==> src/rtl/uart_txq_pkg.sv <==
package uart_txq_pkg;

  localparam int unsigned CTRL_W     = 5;
  localparam int unsigned CB_RXFLUSH = 0;
  localparam int unsigned CB_TXFLUSH = 1;
  localparam int unsigned CB_FLOWEN  = 2;
  localparam int unsigned CB_TRIG_LO = 3;

  typedef enum logic [1:0] {
    TRIG_HALF  = 2'b00,
    TRIG_QUART = 2'b01,
    TRIG_EIGHT = 2'b10,
    TRIG_DRAIN = 2'b11
  } trig_code_e;

  // Threshold on stored bytes for a trigger code, scaled from the depth.
  function automatic int unsigned trig_level(trig_code_e code, int unsigned depth);
    if (code == TRIG_DRAIN) return 0;
    return depth >> (int'(code) + 1);
  endfunction

endpackage

==> src/rtl/uart_txq_store.sv <==
module uart_txq_store #(
  parameter int unsigned DEPTH = 16,
  parameter int unsigned DW    = 8,
  localparam int unsigned AW   = $clog2(DEPTH),
  localparam int unsigned CW   = $clog2(DEPTH + 1)
) (
  input  logic          clk,
  input  logic          rst_n,
  input  logic          push_req_i,
  input  logic [DW-1:0] push_data_i,
  input  logic          pop_req_i,
  input  logic          flush_i,
  output logic          full_o,
  output logic          empty_o,
  output logic [CW-1:0] cnt_q_o,
  output logic [CW-1:0] cnt_d_o,
  output logic [DW-1:0] head_o,
  output logic          ovf_o
);

  logic [DW-1:0] slot_q [DEPTH];
  logic [AW-1:0] wptr_q, wptr_d;
  logic [AW-1:0] rptr_q, rptr_d;
  logic [CW-1:0] cnt_q, cnt_d;
  logic          ovf_q, ovf_d;
  logic          push, pop;

  assign full_o  = (cnt_q == CW'(DEPTH));
  assign empty_o = (cnt_q == '0);

  always_comb begin
    push   = push_req_i && !full_o && !flush_i;
    pop    = pop_req_i && !empty_o && !flush_i;
    ovf_d  = push_req_i && full_o && !flush_i;
    wptr_d = wptr_q;
    rptr_d = rptr_q;
    cnt_d  = cnt_q;
    if (flush_i) begin
      wptr_d = '0;
      rptr_d = '0;
      cnt_d  = '0;
    end else begin
      if (push) wptr_d = wptr_q + AW'(1);
      if (pop)  rptr_d = rptr_q + AW'(1);
      cnt_d = cnt_q + CW'(push) - CW'(pop);
    end
  end

  always_ff @(posedge clk or negedge rst_n) begin
    if (!rst_n) begin
      wptr_q <= '0;
      rptr_q <= '0;
      cnt_q  <= '0;
      ovf_q  <= 1'b0;
    end else begin
      wptr_q <= wptr_d;
      rptr_q <= rptr_d;
      cnt_q  <= cnt_d;
      ovf_q  <= ovf_d;
    end
  end

  // Data storage: no reset, written only under the push enable.
  always_ff @(posedge clk) begin
    for (int i = 0; i < DEPTH; i++) begin
      if (push && (wptr_q == AW'(i))) slot_q[i] <= push_data_i;
    end
  end

  assign head_o  = slot_q[rptr_q];
  assign cnt_q_o = cnt_q;
  assign cnt_d_o = cnt_d;
  assign ovf_o   = ovf_q;

  AST_FLUSH_EMPTIES: assert property (@(posedge clk) disable iff (!rst_n)
    flush_i |=> (empty_o && !ovf_o));

  AST_FULL_DROPS: assert property (@(posedge clk) disable iff (!rst_n)
    (full_o && push_req_i && !pop_req_i && !flush_i) |=> (cnt_q_o == $past(cnt_q_o)));

endmodule

==> src/rtl/uart_txq_cfg.sv <==
module uart_txq_cfg
  import uart_txq_pkg::*;
(
  input  logic              clk,
  input  logic              rst_n,
  input  logic              wr_i,
  input  logic [CTRL_W-1:0] word_i,
  output trig_code_e        code_o,
  output logic              flow_en_o,
  output logic              tx_flush_o,
  output logic              rx_flush_o
);

  trig_code_e code_q, code_d;
  logic       flow_q, flow_d;
  logic       rxf_q, rxf_d;

  always_comb begin
    code_d = code_q;
    flow_d = flow_q;
    rxf_d  = 1'b0;
    if (wr_i) begin
      code_d = trig_code_e'(word_i[CB_TRIG_LO +: 2]);
      flow_d = word_i[CB_FLOWEN];
      rxf_d  = word_i[CB_RXFLUSH];
    end
  end

  always_ff @(posedge clk or negedge rst_n) begin
    if (!rst_n) begin
      code_q <= TRIG_HALF;
      flow_q <= 1'b0;
      rxf_q  <= 1'b0;
    end else begin
      code_q <= code_d;
      flow_q <= flow_d;
      rxf_q  <= rxf_d;
    end
  end

  assign code_o     = code_q;
  assign flow_en_o  = flow_q;
  assign tx_flush_o = wr_i && word_i[CB_TXFLUSH];
  assign rx_flush_o = rxf_q;

  AST_RXFLUSH_SINGLE: assert property (@(posedge clk) disable iff (!rst_n)
    (rx_flush_o && !wr_i) |=> !rx_flush_o);

endmodule

==> src/rtl/uart_txq_trig.sv <==
module uart_txq_trig
  import uart_txq_pkg::*;
#(
  parameter int unsigned DEPTH = 16,
  localparam int unsigned CW   = $clog2(DEPTH + 1)
) (
  input  logic          clk,
  input  logic          rst_n,
  input  trig_code_e    code_i,
  input  logic [CW-1:0] cnt_q_i,
  input  logic [CW-1:0] cnt_d_i,
  input  logic          clr_i,
  output logic          flag_o
);

  logic [CW-1:0] thr;
  logic          flag_q, flag_d;

  assign thr = CW'(trig_level(code_i, DEPTH));

  // Set dominates clear, so a clear at or below the threshold has no effect.
  always_comb begin
    flag_d = flag_q;
    if (clr_i)           flag_d = 1'b0;
    if (cnt_d_i <= thr)  flag_d = 1'b1;
  end

  always_ff @(posedge clk or negedge rst_n) begin
    if (!rst_n) flag_q <= 1'b1;
    else        flag_q <= flag_d;
  end

  assign flag_o = flag_q;

  AST_FLAG_AT_LOW: assert property (@(posedge clk) disable iff (!rst_n)
    ($stable(code_i) && (cnt_q_i <= thr)) |-> flag_o);

  AST_FLAG_STICKY: assert property (@(posedge clk) disable iff (!rst_n)
    (flag_o && !clr_i) |=> flag_o);

endmodule

==> src/rtl/uart_txq_flow.sv <==
module uart_txq_flow (
  input  logic flow_en_i,
  input  logic empty_i,
  input  logic cts_n_i,
  input  logic rx_hold_i,
  output logic offer_o,
  output logic rts_n_o
);

  logic cts_block;

  assign cts_block = flow_en_i && cts_n_i;
  assign offer_o   = !empty_i && !cts_block;
  assign rts_n_o   = flow_en_i ? rx_hold_i : 1'b0;

endmodule

==> src/rtl/uart_txq.sv <==
module uart_txq
  import uart_txq_pkg::*;
#(
  parameter int unsigned DEPTH = 16,
  parameter int unsigned DW    = 8,
  localparam int unsigned CW   = $clog2(DEPTH + 1)
) (
  input  logic              clk,
  input  logic              rst_n,
  input  logic              wr_valid_i,
  input  logic [DW-1:0]     wr_data_i,
  output logic              full_o,
  input  logic              rd_ready_i,
  output logic              rd_valid_o,
  output logic [DW-1:0]     rd_data_o,
  input  logic              ctrl_wr_i,
  input  logic [CTRL_W-1:0] ctrl_i,
  input  logic              need_clr_i,
  output logic              need_data_o,
  output logic [CW-1:0]     level_o,
  output logic              overflow_o,
  input  logic              cts_n_i,
  input  logic              rx_hold_i,
  output logic              rts_n_o,
  output logic              rx_flush_o
);

  trig_code_e    code;
  logic          flow_en, tx_flush, empty;
  logic [CW-1:0] cnt_q, cnt_d;

  uart_txq_cfg u_cfg (
    .clk        (clk),
    .rst_n      (rst_n),
    .wr_i       (ctrl_wr_i),
    .word_i     (ctrl_i),
    .code_o     (code),
    .flow_en_o  (flow_en),
    .tx_flush_o (tx_flush),
    .rx_flush_o (rx_flush_o)
  );

  uart_txq_store #(.DEPTH(DEPTH), .DW(DW)) u_store (
    .clk         (clk),
    .rst_n       (rst_n),
    .push_req_i  (wr_valid_i),
    .push_data_i (wr_data_i),
    .pop_req_i   (rd_ready_i && rd_valid_o),
    .flush_i     (tx_flush),
    .full_o      (full_o),
    .empty_o     (empty),
    .cnt_q_o     (cnt_q),
    .cnt_d_o     (cnt_d),
    .head_o      (rd_data_o),
    .ovf_o       (overflow_o)
  );

  uart_txq_trig #(.DEPTH(DEPTH)) u_trig (
    .clk     (clk),
    .rst_n   (rst_n),
    .code_i  (code),
    .cnt_q_i (cnt_q),
    .cnt_d_i (cnt_d),
    .clr_i   (need_clr_i),
    .flag_o  (need_data_o)
  );

  uart_txq_flow u_flow (
    .flow_en_i (flow_en),
    .empty_i   (empty),
    .cts_n_i   (cts_n_i),
    .rx_hold_i (rx_hold_i),
    .offer_o   (rd_valid_o),
    .rts_n_o   (rts_n_o)
  );

  assign level_o = cnt_q;

  AST_CTS_HOLDS: assert property (@(posedge clk) disable iff (!rst_n)
    (flow_en && cts_n_i && !tx_flush) |=> (level_o >= $past(level_o)));

  AST_NO_OVERFLOW: assert property (@(posedge clk) disable iff (!rst_n)
    (!full_o || tx_flush) |=> !overflow_o);

endmodule

==> config.mk <==
export PLATFORM = sky130hd
export DESIGN_NAME = uart_txq
export DESIGN_NICKNAME = d
export VERILOG_FILES = /design/src/rtl/uart_txq_pkg.sv /design/src/rtl/uart_txq_store.sv /design/src/rtl/uart_txq_cfg.sv /design/src/rtl/uart_txq_trig.sv /design/src/rtl/uart_txq_flow.sv /design/src/rtl/uart_txq.sv
export SDC_FILE = /design/constraint.sdc
export NUM_CORES = 1
export LEC_CHECK = 0
export BUFFER_PORTS_ARGS = -buffer_cell sky130_fd_sc_hd__buf_2
export CORE_MARGIN = 2
export CORE_UTILIZATION = 58
export CTS_BUF_LIST = sky130_fd_sc_hd__clkbuf_2 sky130_fd_sc_hd__clkbuf_4 sky130_fd_sc_hd__clkbuf_8
export DETAILED_ROUTE_END_ITERATION = 12
export GPL_TIMING_DRIVEN = 0
export PLACE_DENSITY_LB_ADDON = 0.05
export SYNTH_ARGS = -nofsm -noshare
export SYNTH_HDL_FRONTEND = slang
export SYNTH_SLANG_ARGS = --single-unit
==> constraint.sdc <==
create_clock -name clk -period 4.6 [get_ports clk]
set_clock_uncertainty 0.15 [all_clocks]
set_input_delay 0.23 -clock clk [delete_from_list [all_inputs] [get_ports clk]]
set_output_delay 0.23 -clock clk [all_outputs]
set_load 0.1 [all_outputs]
### Word-level counts from Yosys, hierarchy flattened

Memories as Yosys holds them, arrays and structs flattened.
Cells that the tools add are included.
Widths: inputs -> output; s select.

| storage, ports and cells | value |
|---|---|
| register bits | 19 |
| memories | 1 |
| output and inout bits | 19 |
| bits in writable memories | 128 |
| logic and storage cells | 171 |
| input port bits | 21 |

| cells by class | value |
|---|---|
| reduce and logical (&&, ||, !) cells | 50 |
| muxes and demuxes | 88 |
| order comparisons | 1 |
| add/sub/neg operators | 5 |
| equality and inequality tests | 17 |
| shift operators | 1 |

Memory list:

| memory | words | bits a word | rd ports | clocked after memory_dff | wr ports | line | RTL |
|---|---|---|---|---|---|---|---|
| u_store.slot_q | 16 | 8 | 1 | 0 | 1 | uart_txq_store.sv:21 | `logic [DW-1:0] slot_q [DEPTH];` |

Operator list:

| cell | count |
|---|---|
| $mux 8 | 15 |
| $reduce_or 8->1 | 15 |
| $mux 4 | 19 |
| $mux 1 | 52 |
| $eq 4x4->1 const B | 8 |
| $shr 5x32->5 const A | 1 |
| $logic_and 1x1->1 | 26 |
| $eq 4x3->1 const B | 4 |
| $mux 5 | 2 |
| $add 4x1->4 const B | 2 |
| $eq 4x2->1 const B | 2 |
| $reduce_bool 2->1 | 3 |
| $add 5x1->5 | 1 |
| $eq 5x5->1 const B | 1 |
| $le 5x5->1 | 1 |
| $logic_not 5->1 | 1 |
| $sub 5x1->5 | 1 |
| $eq 4x1->1 const B | 1 |
| $logic_not 1->1 | 4 |
| $logic_not 4->1 | 1 |
| $add 2x1->3 const B | 1 |
| $eq 2x2->1 const B | 1 |

### Longest topological paths before layout

Gate-level depths: netlist (run 1).

| depth | value |
|---|---|
| word-level depth | 23 |
| depth in mapped cells | 17 |
| depth with buffers taken out | 17 |

### Cells and area by module

Synthesis (run 1) repeated with hierarchy kept, for this count alone.

| second synthesis, totals | value |
|---|---|
| cell total of the unflattened synthesis | 367 |
| area, all modules | 6,227.2 sq um |

By module, submodules not included:

| module | cells each | area each (sq um) | instances | seq. area each (sq um) |
|---|---|---|---|---|
| uart_txq_store | 341 | 5,926.9 | 1 | 4,194.0 |
| uart_txq_cfg | 9 | 148.9 | 1 | 100.1 |
| uart_txq_trig | 14 | 133.9 | 1 | 26.3 |
| uart_txq_flow | 2 | 11.3 | 1 | 0.0 |
| uart_txq | 1 | 6.3 | 1 | 0.0 |

### Worst setup path after synthesis (run 1)

OpenSTA, ideal clock, no wires.

| timing | value |
|---|---|
| path type | flip-flop to output port |
| start point | register u_store.cnt_q[2], in the netlist u_store.cnt_q_o[2] |
| end point | output rd_valid_o |
| path slack | 0.483 ns |
| buffers on the path | 0 |
| cell stages (with the launch flop) | 5 |
| required time | 4.220 ns |
| data arrival time | 3.737 ns |
| cell sequence | dfrtp_1 -> inv_1 -> ha_1 -> or4b_1 -> a21boi_0 |

| on the way | value |
|---|---|
| cells in the longest elaborated chain, start to end | 3 |

Ends and longest elaborated chain:

| element | line | RTL |
|---|---|---|
| from (decl) | uart_txq_store.sv:24 | `logic [CW-1:0] cnt_q, cnt_d;` |
| from (signal assigned) | uart_txq_store.sv:58 | `cnt_q <= cnt_d;` |
| $logic_not 5->1 | uart_txq_store.sv:29 | `assign empty_o = (cnt_q == '0);` |
| $logic_not 1->1 | uart_txq_flow.sv:13 | `assign offer_o = !empty_i && !cts_block;` |
| $logic_and 1x1->1 | uart_txq_flow.sv:13 |  |
| to (decl) | uart_txq.sv:14 | `output logic rd_valid_o,` |

No other way between the ends.

### Worst setup path in the final report (run 1)

| timing | value |
|---|---|
| start point | register u_store.cnt_q[3], in the netlist u_store.cnt_q_o[3] |
| end point | register u_trig.flag_q, in the netlist u_trig.flag_o |

| on the way | value |
|---|---|
| cells in the longest elaborated chain, start to end | 10 |
| elaborated cells on any way between the ends | 16 |
| those cells by class | add/sub: 2; order compare: 1; eq/ne: 1; mux: 2; reduce/logical: 10 |

Ends and longest elaborated chain:

| element | line | RTL |
|---|---|---|
| parallel branches: the longest is 6 deep, another holds $add 5x1->5 | - |  |
| $sub 5x1->5 (*) | uart_txq_store.sv:45 | `cnt_d = cnt_q + CW'(push) - CW'(pop);` |
| $mux 5 (*) | uart_txq_store.sv:38 | `if (flush_i) begin` |
| net cnt_d[2] | uart_txq.sv:30 | `logic [CW-1:0] cnt_q, cnt_d;` |
| $le 5x5->1 (*) | uart_txq_trig.sv:25 | `if (cnt_d_i <= thr) flag_d = 1'b1;` |
| $mux 1 or $reduce_bool 2->1 (tied branches) | - |  |
| to (signal assigned) | uart_txq_trig.sv:30 | `else flag_q <= flag_d;` |
| to (decl) | uart_txq_trig.sv:17 | `logic flag_q, flag_d;` |

Mark *: on every way through the listed nets, which the timed path passes.
A chain may end at the register's enable or synchronous reset.

==> flow_summary.yaml, run 1 <==
worst_setup_path:
  cp_cell_sequence: "inv_1 -> ha_1 -> or4b_1 -> nand2_1 -> nor2_1 -> ha_1 -> inv_1 -> ha_1 -> fa_1 -> xnor2_1 -> nor2_1 -> ha_1 -> nand3_1 -> nor2_1 -> a211oi_1 -> a211oi_1"
  startpoint_type: "flip-flop"
  cp_max_fo: 5
  cpMaxStageDelayCell: "or4b_1"
  r2r_start: "u_store.cnt_q_o[3]"
  crit_path_end_kind: "flip-flop"
  max_stage_delay_ns: 0.55
  cp-startpoint: "u_store.cnt_q_o[3]"
  critPathKind: "reg2reg"
  required_ns: 4.80
  cp_top_family: "adder cells"
  crit_arrival_ns: 3.78
  crit_top_cell: "ha_1"
  critPathBufInv: 2
clock_network:
  insertion_delay_ns: 0.43
  cts_tree: "done"
  h-tree-depth: 4
  cts_sinks: 147
  clk_pin_slew_worst_paths_ns: 0.07
  root_buffer: "clkbuf_8"
  post_cts_resized: 0
  cts-buffers-inserted: 17
  cts_buffer_depth: 2
logic_synthesis:
  synth_warnings: 0
  synth_mux_area_frac: 0.132
  synthSimpleGateAreaFrac: 0.0632
  syn_avg_cell_area_um2: 18.2
  synth_xor_xnor_area_share: 0.0142
  seq_area_frac_synth: 0.700
  synth-compound-area-share: 0.0332
  syn-cell-area_um2: 6180
  synth-seq-cells: 147
  synth_nets: 375
  ys_types: 39
  synth_fa_ha_area_frac: 0.0316
  synth_top_family_by_area: "multiplexers"
  synth_cells: 339
layout:
  seqCellArea_um2: 4320
  area_growth_pct: 13.2
  num_antenna_cells: 0
  fillers: 705
  multi_input_area_um2: 1710
  drive_above_1_share: 0.255
  nNetsFinal: 442
die:
  start_util: 0.598
  die_w_um: 107
  io_pins: 40
  fp.coreArea_um2: 10300
  rows: 37
  die_y_um: 107
  die-area_um2: 11500
routing:
  ant_nets: 0
  route.detailed.drc: 0
  routedWlPerCell_um: 21.8
  via_per_inst: 5.81
  wl_um: 12100
  drt-initial-drc-count: 188
  vias: 3226
  first_pass_iters: 4
sta:
  min_period_ns: 3.59
  drv_slew: 0
  max_slew.worst_pin.slew_ns: 0.952
  finalSetupViolCount: 0
  totalNegativeSetupSlack_ns: 0
  clock.fmax_mhz: 279
  relSlewSlack: 0.363
  fin_crit_sh: 0.780
  hold_violations: 0
  rsz0062_at_grt: "false"
place:
  port_buffers: 39
  detailedPlacementHpwl_um: 8170
  place_congestion: 0.762
global_routing:
  grt_pass1_vias: 3347
  grt_use_total: 0.236
  grt_max_degree: 20
  grt_pass1_wl_um: 18900
  antenna_found_initial: 0
  gr-total-overflow: 0
pwr:
  power.total_mw: 4.25
  power.leakage_nw: 2.54
  powerDensity_nw_per_um2: 609
  peakVddDrop_uv: 534
job:
  maxCapViolCount: 0
min_path:
  min-delay-path-class: "in2reg"
  holdCritStartpoint: "ctrl_wr_i"
status:
  outcome: "completed"
==> through the flow <==
stage | utilization | std cells | cell area [um^2] | setup slack (ns) | hold slack (ns)
after floorplan | - | 339 | 6180 | 0.483 | -0.216
after global placement | 0.634 | 514 | 6540 | 1.03 | 0.0516
after detailed placement | 0.635 | 514 | 6550 | 1.01 | 0.0580
after CTS | 0.676 | 555 | 6980 | 1.00 | 0.00129
after global routing | 0.677 | 555 | 6990 | 0.710 | 0.0203
final | 0.677 | 555 | 6990 | 1.01 | 0.0198
==> what timing repair did <==
| item | CTS | global route |
|---|---|---|
| hold buffers | 9 | 0 |
| buffers inserted | 0 | 0 |
| endpoints found under the hold margin | 27 | 0 |
==> layer usage <==
metal / up-vias / global-route usage / wire [um]
li1: 1471 / - / -
met1: 1640 / 0.334 / 5280
met2: 100 / 0.372 / 6000
met3: 15 / 0.0505 / 727
met4: 0 / 0.0770 / 120
met5: - / 0 / 0
==> registers in the layout, indices dropped and copies added (netlist names) <==
register and flops:
u_cfg.rx_flush_o 1, u_cfg.flow_en_o 1, u_store.slot_q 128, u_store.wptr_q 4, u_store.ovf_o 1, u_cfg.code_o 2, u_trig.flag_o 1, u_store.rptr_q 4
u_store.cnt_q_o 5
==> Yosys cell counts <==
master,count,share of area
a211oi_1,2,0.0024
a21boi_0,3,0.0036
a21o_1,1,0.0012
a21oi_1,5,0.0041
a22oi_1,16,0.019
and2_0,1,0.0010
and2_1,12,0.012
and2b_1,1,0.0012
and3_1,3,0.0030
buf_12,1,0.0032
buf_2,3,0.0024
buf_4,3,0.0036
buf_6,2,0.0036
clkbuf_1,4,0.0024
clkdlybuf4s25_2,3,0.0049
dfrtp_1,18,0.073
dfstp_2,1,0.0043
edfxtp_1,128,0.62
fa_1,1,0.0032
ha_1,14,0.028
inv_1,10,0.0061
mux2_2,3,0.0055
mux4_1,16,0.068
mux4_2,16,0.058
nand2_1,17,0.010
nand2b_1,2,0.0020
nand3_1,12,0.0097
nand4bb_1,1,0.0018
nor2_1,16,0.0097
nor2b_1,2,0.0020
nor3_1,6,0.0049
nor3b_1,1,0.0012
nor4b_1,1,0.0014
o211ai_1,1,0.0012
o21bai_1,1,0.0012
or2_2,1,0.0010
or4b_1,1,0.0016
xnor2_1,5,0.0071
xor2_1,5,0.0071
==> cells by family after synthesis <==
kind of cell    after synthesis
flops                       147
simple gates                 77
mux                          35
compound gates               29
buf+inv                      26
fa+ha+maj                    15
xor+xnor                     10
==> layout by cell type, fill, tap and decap left out, types with 2 or more instances in the layout <==
cell type	instances
a211oi_1	2
a21boi_0	3
a21oi_1	5
a22oi_1	16
and2_1	12
and3_1	3
buf_2	42
buf_4	3
buf_6	2
clkbuf_1	4
clkbuf_4	5
clkbuf_8	19
clkdlybuf4s25_2	3
clkinv_2	7
dfrtp_1	18
dlygate4sd3_1	9
edfxtp_1	128
ha_1	14
inv_1	10
mux2_2	3
mux4_1	16
mux4_2	16
nand2_1	17
nand2b_1	2
nand3_1	12
nor2_1	16
nor2b_1	2
nor3_1	2
nor3_2	4
xnor2_1	5
xor2_1	5
==> worst paths after layout <==
path | endpoint | slack, ns | cells past startpoint
min in group asynchronous | u_cfg.code_o[1] | 0.12 | 2
setup / recovery | u_trig.flag_o | 1.01 | 16
hold reg to reg | u_cfg.code_o[1] | 0.40 | 1
setup reg to reg | u_trig.flag_o | 1.01 | 16
max in group asynchronous | u_trig.flag_o | 3.84 | 2
hold / removal | u_cfg.code_o[0] | 0.02 | 2
==> power by group <==
group	internal [mW]	switching (mW)	leakage, nW
sequential	1.57	0.0605	1.39
combinational	0.545	1.22	0.957
clock	0.423	0.432	0.189
total	2.54	1.71	2.54
==> area by class of cell <==
type / instances / share of cell area
clock buffer: 24 / 0.0428
timing repair buffer: 48 / 0.0408
sequential: 147 / 0.618
clock inverter: 8 / 0.00555
inverter: 10 / 0.00537
tap: 136 / 0.0243
multi-input combinational: 166 / 0.245
buffer: 16 / 0.0179
(Power assumes the default switching activity.)
==> run 2, diff against run 1 <==
- clock period: 4.6 -> 3.5 ns (I/O delays scaled with it)
==> flow_summary.yaml, run 2 (synthesis gave the netlist of run 1 again) <==
layout:
  drive_above_1_share: 0.299
  nNetsFinal: 459
  largest_reg_flops: 128
  fillers: 669
  num_antenna_cells: 0
  mostFrequentLayoutCell: "edfxtp_1"
  top_register: "u_store.slot_q"
  final_cell_mix: "128 x edfxtp_1, 42 x buf_2, 21 x dlygate4sd3_1"
  area_growth_pct: 18.4
sta:
  fin_crit_sh: 0.977
  drv_slew: 0
  rsz0062_at_grt: "true"
  hold_violations: 0
  finalSetupViolCount: 0
  clock.fmax_mhz: 292
  totalNegativeSetupSlack_ns: 0
  max_slew.worst_pin.slew_ns: 0.980
  relSlewSlack: 0.344
  min_period_ns: 3.42
pwr:
  power.leakage_nw: 2.63
  peakVddDrop_uv: 878
  powerDensity_nw_per_um2: 834
  power.total_mw: 6.10
min_path:
  min-delay-path-class: "in2async"
die:
  start_util: 0.598
  die_y_um: 107
  die_w_um: 107
  rows: 37
  fp.coreArea_um2: 10300
  io_pins: 40
  die-area_um2: 11500
clock_network:
  cts-buffers-inserted: 17
  root_buffer: "clkbuf_8"
  cts_tree: "done"
  cts_sinks: 147
  clk_pin_slew_worst_paths_ns: 0.08
  insertion_delay_ns: 0.45
  h-tree-depth: 4
  cts_buffer_depth: 2
worst_setup_path:
  worstRegToRegCells: 16
  critPathKind: "reg2reg"
  startpoint_type: "flip-flop"
  crit_path_end_kind: "flip-flop"
  required_ns: 3.71
  cp_max_fo: 3
  crit_arrival_ns: 3.63
  worst-r2r-setup-slack_ns: 0.08
routing:
  route.detailed.drc: 0
  ant_nets: 0
  drt-initial-drc-count: 258
  vias: 3340
  wl_um: 12600
  first_pass_iters: 6
  via_per_inst: 5.85
  routedWlPerCell_um: 22.1
place:
  place_congestion: 0.739
  detailedPlacementHpwl_um: 7990
  port_buffers: 39
global_routing:
  grt_pass1_wl_um: 19400
  gr-total-overflow: 0
  grt_pass1_vias: 3433
  grt_max_degree: 20
  antenna_found_initial: 0
  grt_use_total: 0.244
job:
  maxCapViolCount: 0
status:
  outcome: "completed"
==> run 2: cell types whose count changed in the layout (fill, tap and decap cells not counted), moves of 4 or more <==
cell           change
dlygate4sd3_1     +12
buf_4              +5
clkinv_2           -5
dfrtp_1            -5
bufinv_16          +4
inv_1              -4
==> run 2: metal layers <==
metal | vias up | wire (um) | global-route usage
li1 | 1511 | - | -
met1 | 1727 | 5290 | 0.344
met2 | 90 | 6420 | 0.377
met3 | 12 | 726 | 0.0711
met4 | 0 | 196 | 0.0677
met5 | - | 0 | 0
==> run 2: timing repair <==
| item | 4_1_cts | 5_1_grt |
|---|---|---|
| resized for setup | 1 | 19 |
| setup buffers | 2 | 3 |
| pin swaps | 2 | 17 |
| endpoints found under the hold margin | 159 | 0 |
| hold buffers | 21 | 0 |
| setup endpoints to repair | 1 | 1 |
==> run 2: cell type report <==
type                       instances  area (um^2)  share of cell area
inverter                          10         42.5             0.00582
tap                              136          170              0.0233
timing repair buffer              65          443              0.0606
clock inverter                    12          164              0.0224
multi-input combinational        166         1790               0.244
sequential                       147         4330               0.592
buffer                            16          126              0.0173
clock buffer                      19          249              0.0340
==> run 2: path summary, 6_finish.rpt <==
| kind | end | start |
|---|---|---|
| hold reg to reg | u_store.wptr_q[1] | u_store.wptr_q[1] |
| setup / recovery | u_trig.flag_o | u_store.cnt_q_o[3] |
| hold / removal | u_store.wptr_q[2] | rst_n |
| min in group clk | u_store.ovf_o | ctrl_wr_i |
| max in group asynchronous | u_store.cnt_q_o[2] | rst_n |
| setup reg to reg | u_trig.flag_o | u_store.cnt_q_o[3] |
==> run 2: stage by stage <==
| stage | utilization | area [um^2] | std cells | hold slack (ns) | worst slack, ns |
|---|---|---|---|---|---|
| after floorplan | - | 6190 | 339 | -0.271 | 0.00888 |
| after global placement | 0.635 | 6560 | 514 | -0.00876 | -0.0246 |
| after detailed placement | 0.637 | 6580 | 514 | -0.00441 | -0.0319 |
| after CTS | 0.699 | 7220 | 568 | 0.0322 | 0.00737 |
| after global routing | 0.709 | 7310 | 571 | 0.0624 | -0.0581 |
| final | 0.709 | 7310 | 571 | 0.0509 | 0.0793 |
==> run 2: critical path, cell delays in order, from the launching register on <==
cell and delay [ns]:
dfrtp_4 0.51, inv_4 0.08, ha_4 0.13, or4b_4 0.47, nand2_4 0.10, nor2_4 0.05, ha_4 0.26, inv_2 0.04
ha_4 0.15, fa_2 0.38, xnor2_2 0.18, nor2_2 0.06, ha_1 0.31, nand3_1 0.08, nor2_1 0.11, a211oi_1 0.05
a211oi_1 0.22
==> run 2: where the power goes <==
part | internal [mW] | switching [mW] | total, mW
logic | 0.868 | 1.69 | 2.55
clock network | 0.777 | 0.606 | 1.38
registers | 2.08 | 0.0850 | 2.16
==> run 3, diff against run 2 <==
- CORE_ASPECT_RATIO: unset -> 1.2
==> flow_summary.yaml, run 3 (synthesis gave the netlist of run 1 again) <==
sta:
  finalSetupViolCount: 0
  rsz0062_at_grt: "true"
  relSlewSlack: 0.312
  clock.fmax_mhz: 293
  max_slew.worst_pin.slew_ns: 1.03
  hold_violations: 0
  min_period_ns: 3.42
  drv_slew: 0
  fin_crit_sh: 0.976
  hold_ws_ns: 0.0660
  totalNegativeSetupSlack_ns: 0
layout:
  drive_above_1_share: 0.311
  area_growth_pct: 18.6
  mostFrequentLayoutCell: "edfxtp_1"
  num_antenna_cells: 0
  top_register: "u_store.slot_q"
  final_cell_mix: "128 x edfxtp_1, 42 x buf_2, 21 x dlygate4sd3_1"
  nNetsFinal: 464
  largest_reg_flops: 128
global_routing:
  grtUsageMet3: 0.0546
  grt_pass1_vias: 3344
  grt_max_degree: 20
  top_usage_layer: "met2"
  gr-total-overflow: 0
  grt_pass1_wl_um: 18400
  met1_usage: 0.296
  antenna_found_initial: 0
  grt_use_total: 0.228
  grt_use_met2: 0.379
clock_network:
  cts_tree: "done"
  h-tree-depth: 4
  root_buffer: "clkbuf_8"
  cts-buffers-inserted: 17
  clk_pin_slew_worst_paths_ns: 0.08
  insertion_delay_ns: 0.43
  cts_buffer_depth: 2
  cts_sinks: 147
routing:
  via_per_inst: 5.88
  first_pass_iters: 4
  ant_nets: 0
  routedWlPerCell_um: 22.3
  route.detailed.drc: 0
  drt-initial-drc-count: 239
  vias: 3351
  wl_um: 12700
worst_setup_path:
  cp_cell_sequence: "inv_4 -> ha_4 -> or4b_4 -> nand2_4 -> nor2_2 -> ha_1 -> inv_2 -> ha_4 -> fa_2 -> and2_4 -> ha_1 -> o211ai_1 -> a211oi_2 -> a211oi_2"
  crit_arrival_ns: 3.63
  cp_top_family: "adder cells"
  cp_max_fo: 3
  crit_path_end_kind: "flip-flop"
  endpoint: "u_trig.flag_o"
  startpoint_type: "flip-flop"
  worst-r2r-setup-slack_ns: 0.08
  timing.rr.end: "u_trig.flag_o"
  worstRegToRegCells: 14
  max_stage_delay_ns: 0.52
  r2r_start: "u_store.cnt_q_o[3]"
  critPathKind: "reg2reg"
  cp.depth: 14
  cp-startpoint: "u_store.cnt_q_o[3]"
  required_ns: 3.71
  cpMaxStageDelayCell: "fa_2"
  critPathBufInv: 2
pwr:
  power.leakage_nw: 2.65
  peakVddDrop_uv: 865
  p_sw_mw: 2.39
  clockPowerShare: 0.219
  combPwrFrac: 0.426
  power.total_mw: 6.06
  p_int_mw: 3.67
  p_sw_frac: 0.395
  powerDensity_nw_per_um2: 828
  seqPwrFrac: 0.356
place:
  port_buffers: 39
  place_congestion: 0.769
  detailedPlacementHpwl_um: 8100
min_path:
  min-delay-path-class: "in2async"
job:
  maxCapViolCount: 0
die:
  die_w_um: 98.2
  rows: 41
  die-area_um2: 11500
  die_y_um: 117
  fp.coreArea_um2: 10500
  start_util: 0.590
  io_pins: 40
status:
  outcome: "completed"
-- run 3: cell count changes in the layout (fill, tap and decap cells not counted), sizes merged --
cell	delta
clkinvlp	+1
buf	+5
bufinv	-1
inv	+1
-- run 3: layout make-up --
class                   count  area [um^2]
clock buffers              19          249
repair buffers             70          480
fillers                   699         3140
flip-flops and latches    147         4330
well taps                 129          161
plain buffers              16          125
inverters                  10         42.5
clock inverters            13          160
multi-input cells         166         1770
-- run 3: what timing repair did --
item,CTS,global route
pin swaps,2,16
endpoints found under the setup margin,1,1
gates cloned,0,0
endpoints found under the hold margin,138,5
resized for setup,4,14
buffers inserted,1,7
hold buffers,20,1
-- run 3: worst reg2reg max path: stages, from the launching register on --
cell      delay (ns)
dfrtp_4         0.51
inv_4           0.08
ha_4            0.12
or4b_4          0.48
nand2_4         0.09
nor2_2          0.04
ha_1            0.30
inv_2           0.04
ha_4            0.15
fa_2            0.52
and2_4          0.14
ha_1            0.24
o211ai_1        0.22
a211oi_2        0.10
a211oi_2        0.15
-- run 3: per-stage QoR --
step / util / setup slack [ns] / area, um^2 / std cells
floorplan: - / 0.00888 / 6190 / 339
global placement: 0.626 / -0.0198 / 6550 / 507
detailed placement: 0.628 / -0.0550 / 6580 / 509
CTS: 0.688 / 0.0202 / 7200 / 562
global route: 0.700 / -0.0794 / 7320 / 570
finish: 0.700 / 0.0836 / 7320 / 570
-- run 3: power groups by stage --
stage,clock network [mW],registers (mW),logic [mW]
after floorplan,0,2.44,1.63
after global placement,0,2.19,2.30
after detailed placement,0,2.19,2.33
after CTS,1.36,2.15,2.39
after global routing,1.43,2.17,2.74
final,1.33,2.16,2.58
-- run 3: worst min path at each step --
stage,to,cells past startpoint,slack [ns]
2_1_floorplan,u_cfg.code_o[0],0,-0.27
3_3_place_gp,u_cfg.code_o[0],1,-0.002
3_5_place_dp,u_cfg.code_o[0],1,-0.001
4_1_cts,u_store.slot_q[7][1],1,0.007
5_1_grt,u_store.cnt_q_o[1],3,0.06
6_report,u_cfg.code_o[0],2,0.07
-- run 3: metal layers --
metal  wire length [um]  vias to the layer above
met5                  0                        -
met4                360                        0
met3                608                       18
met2               6530                       91
met1               5210                     1712
li1                   -                     1530
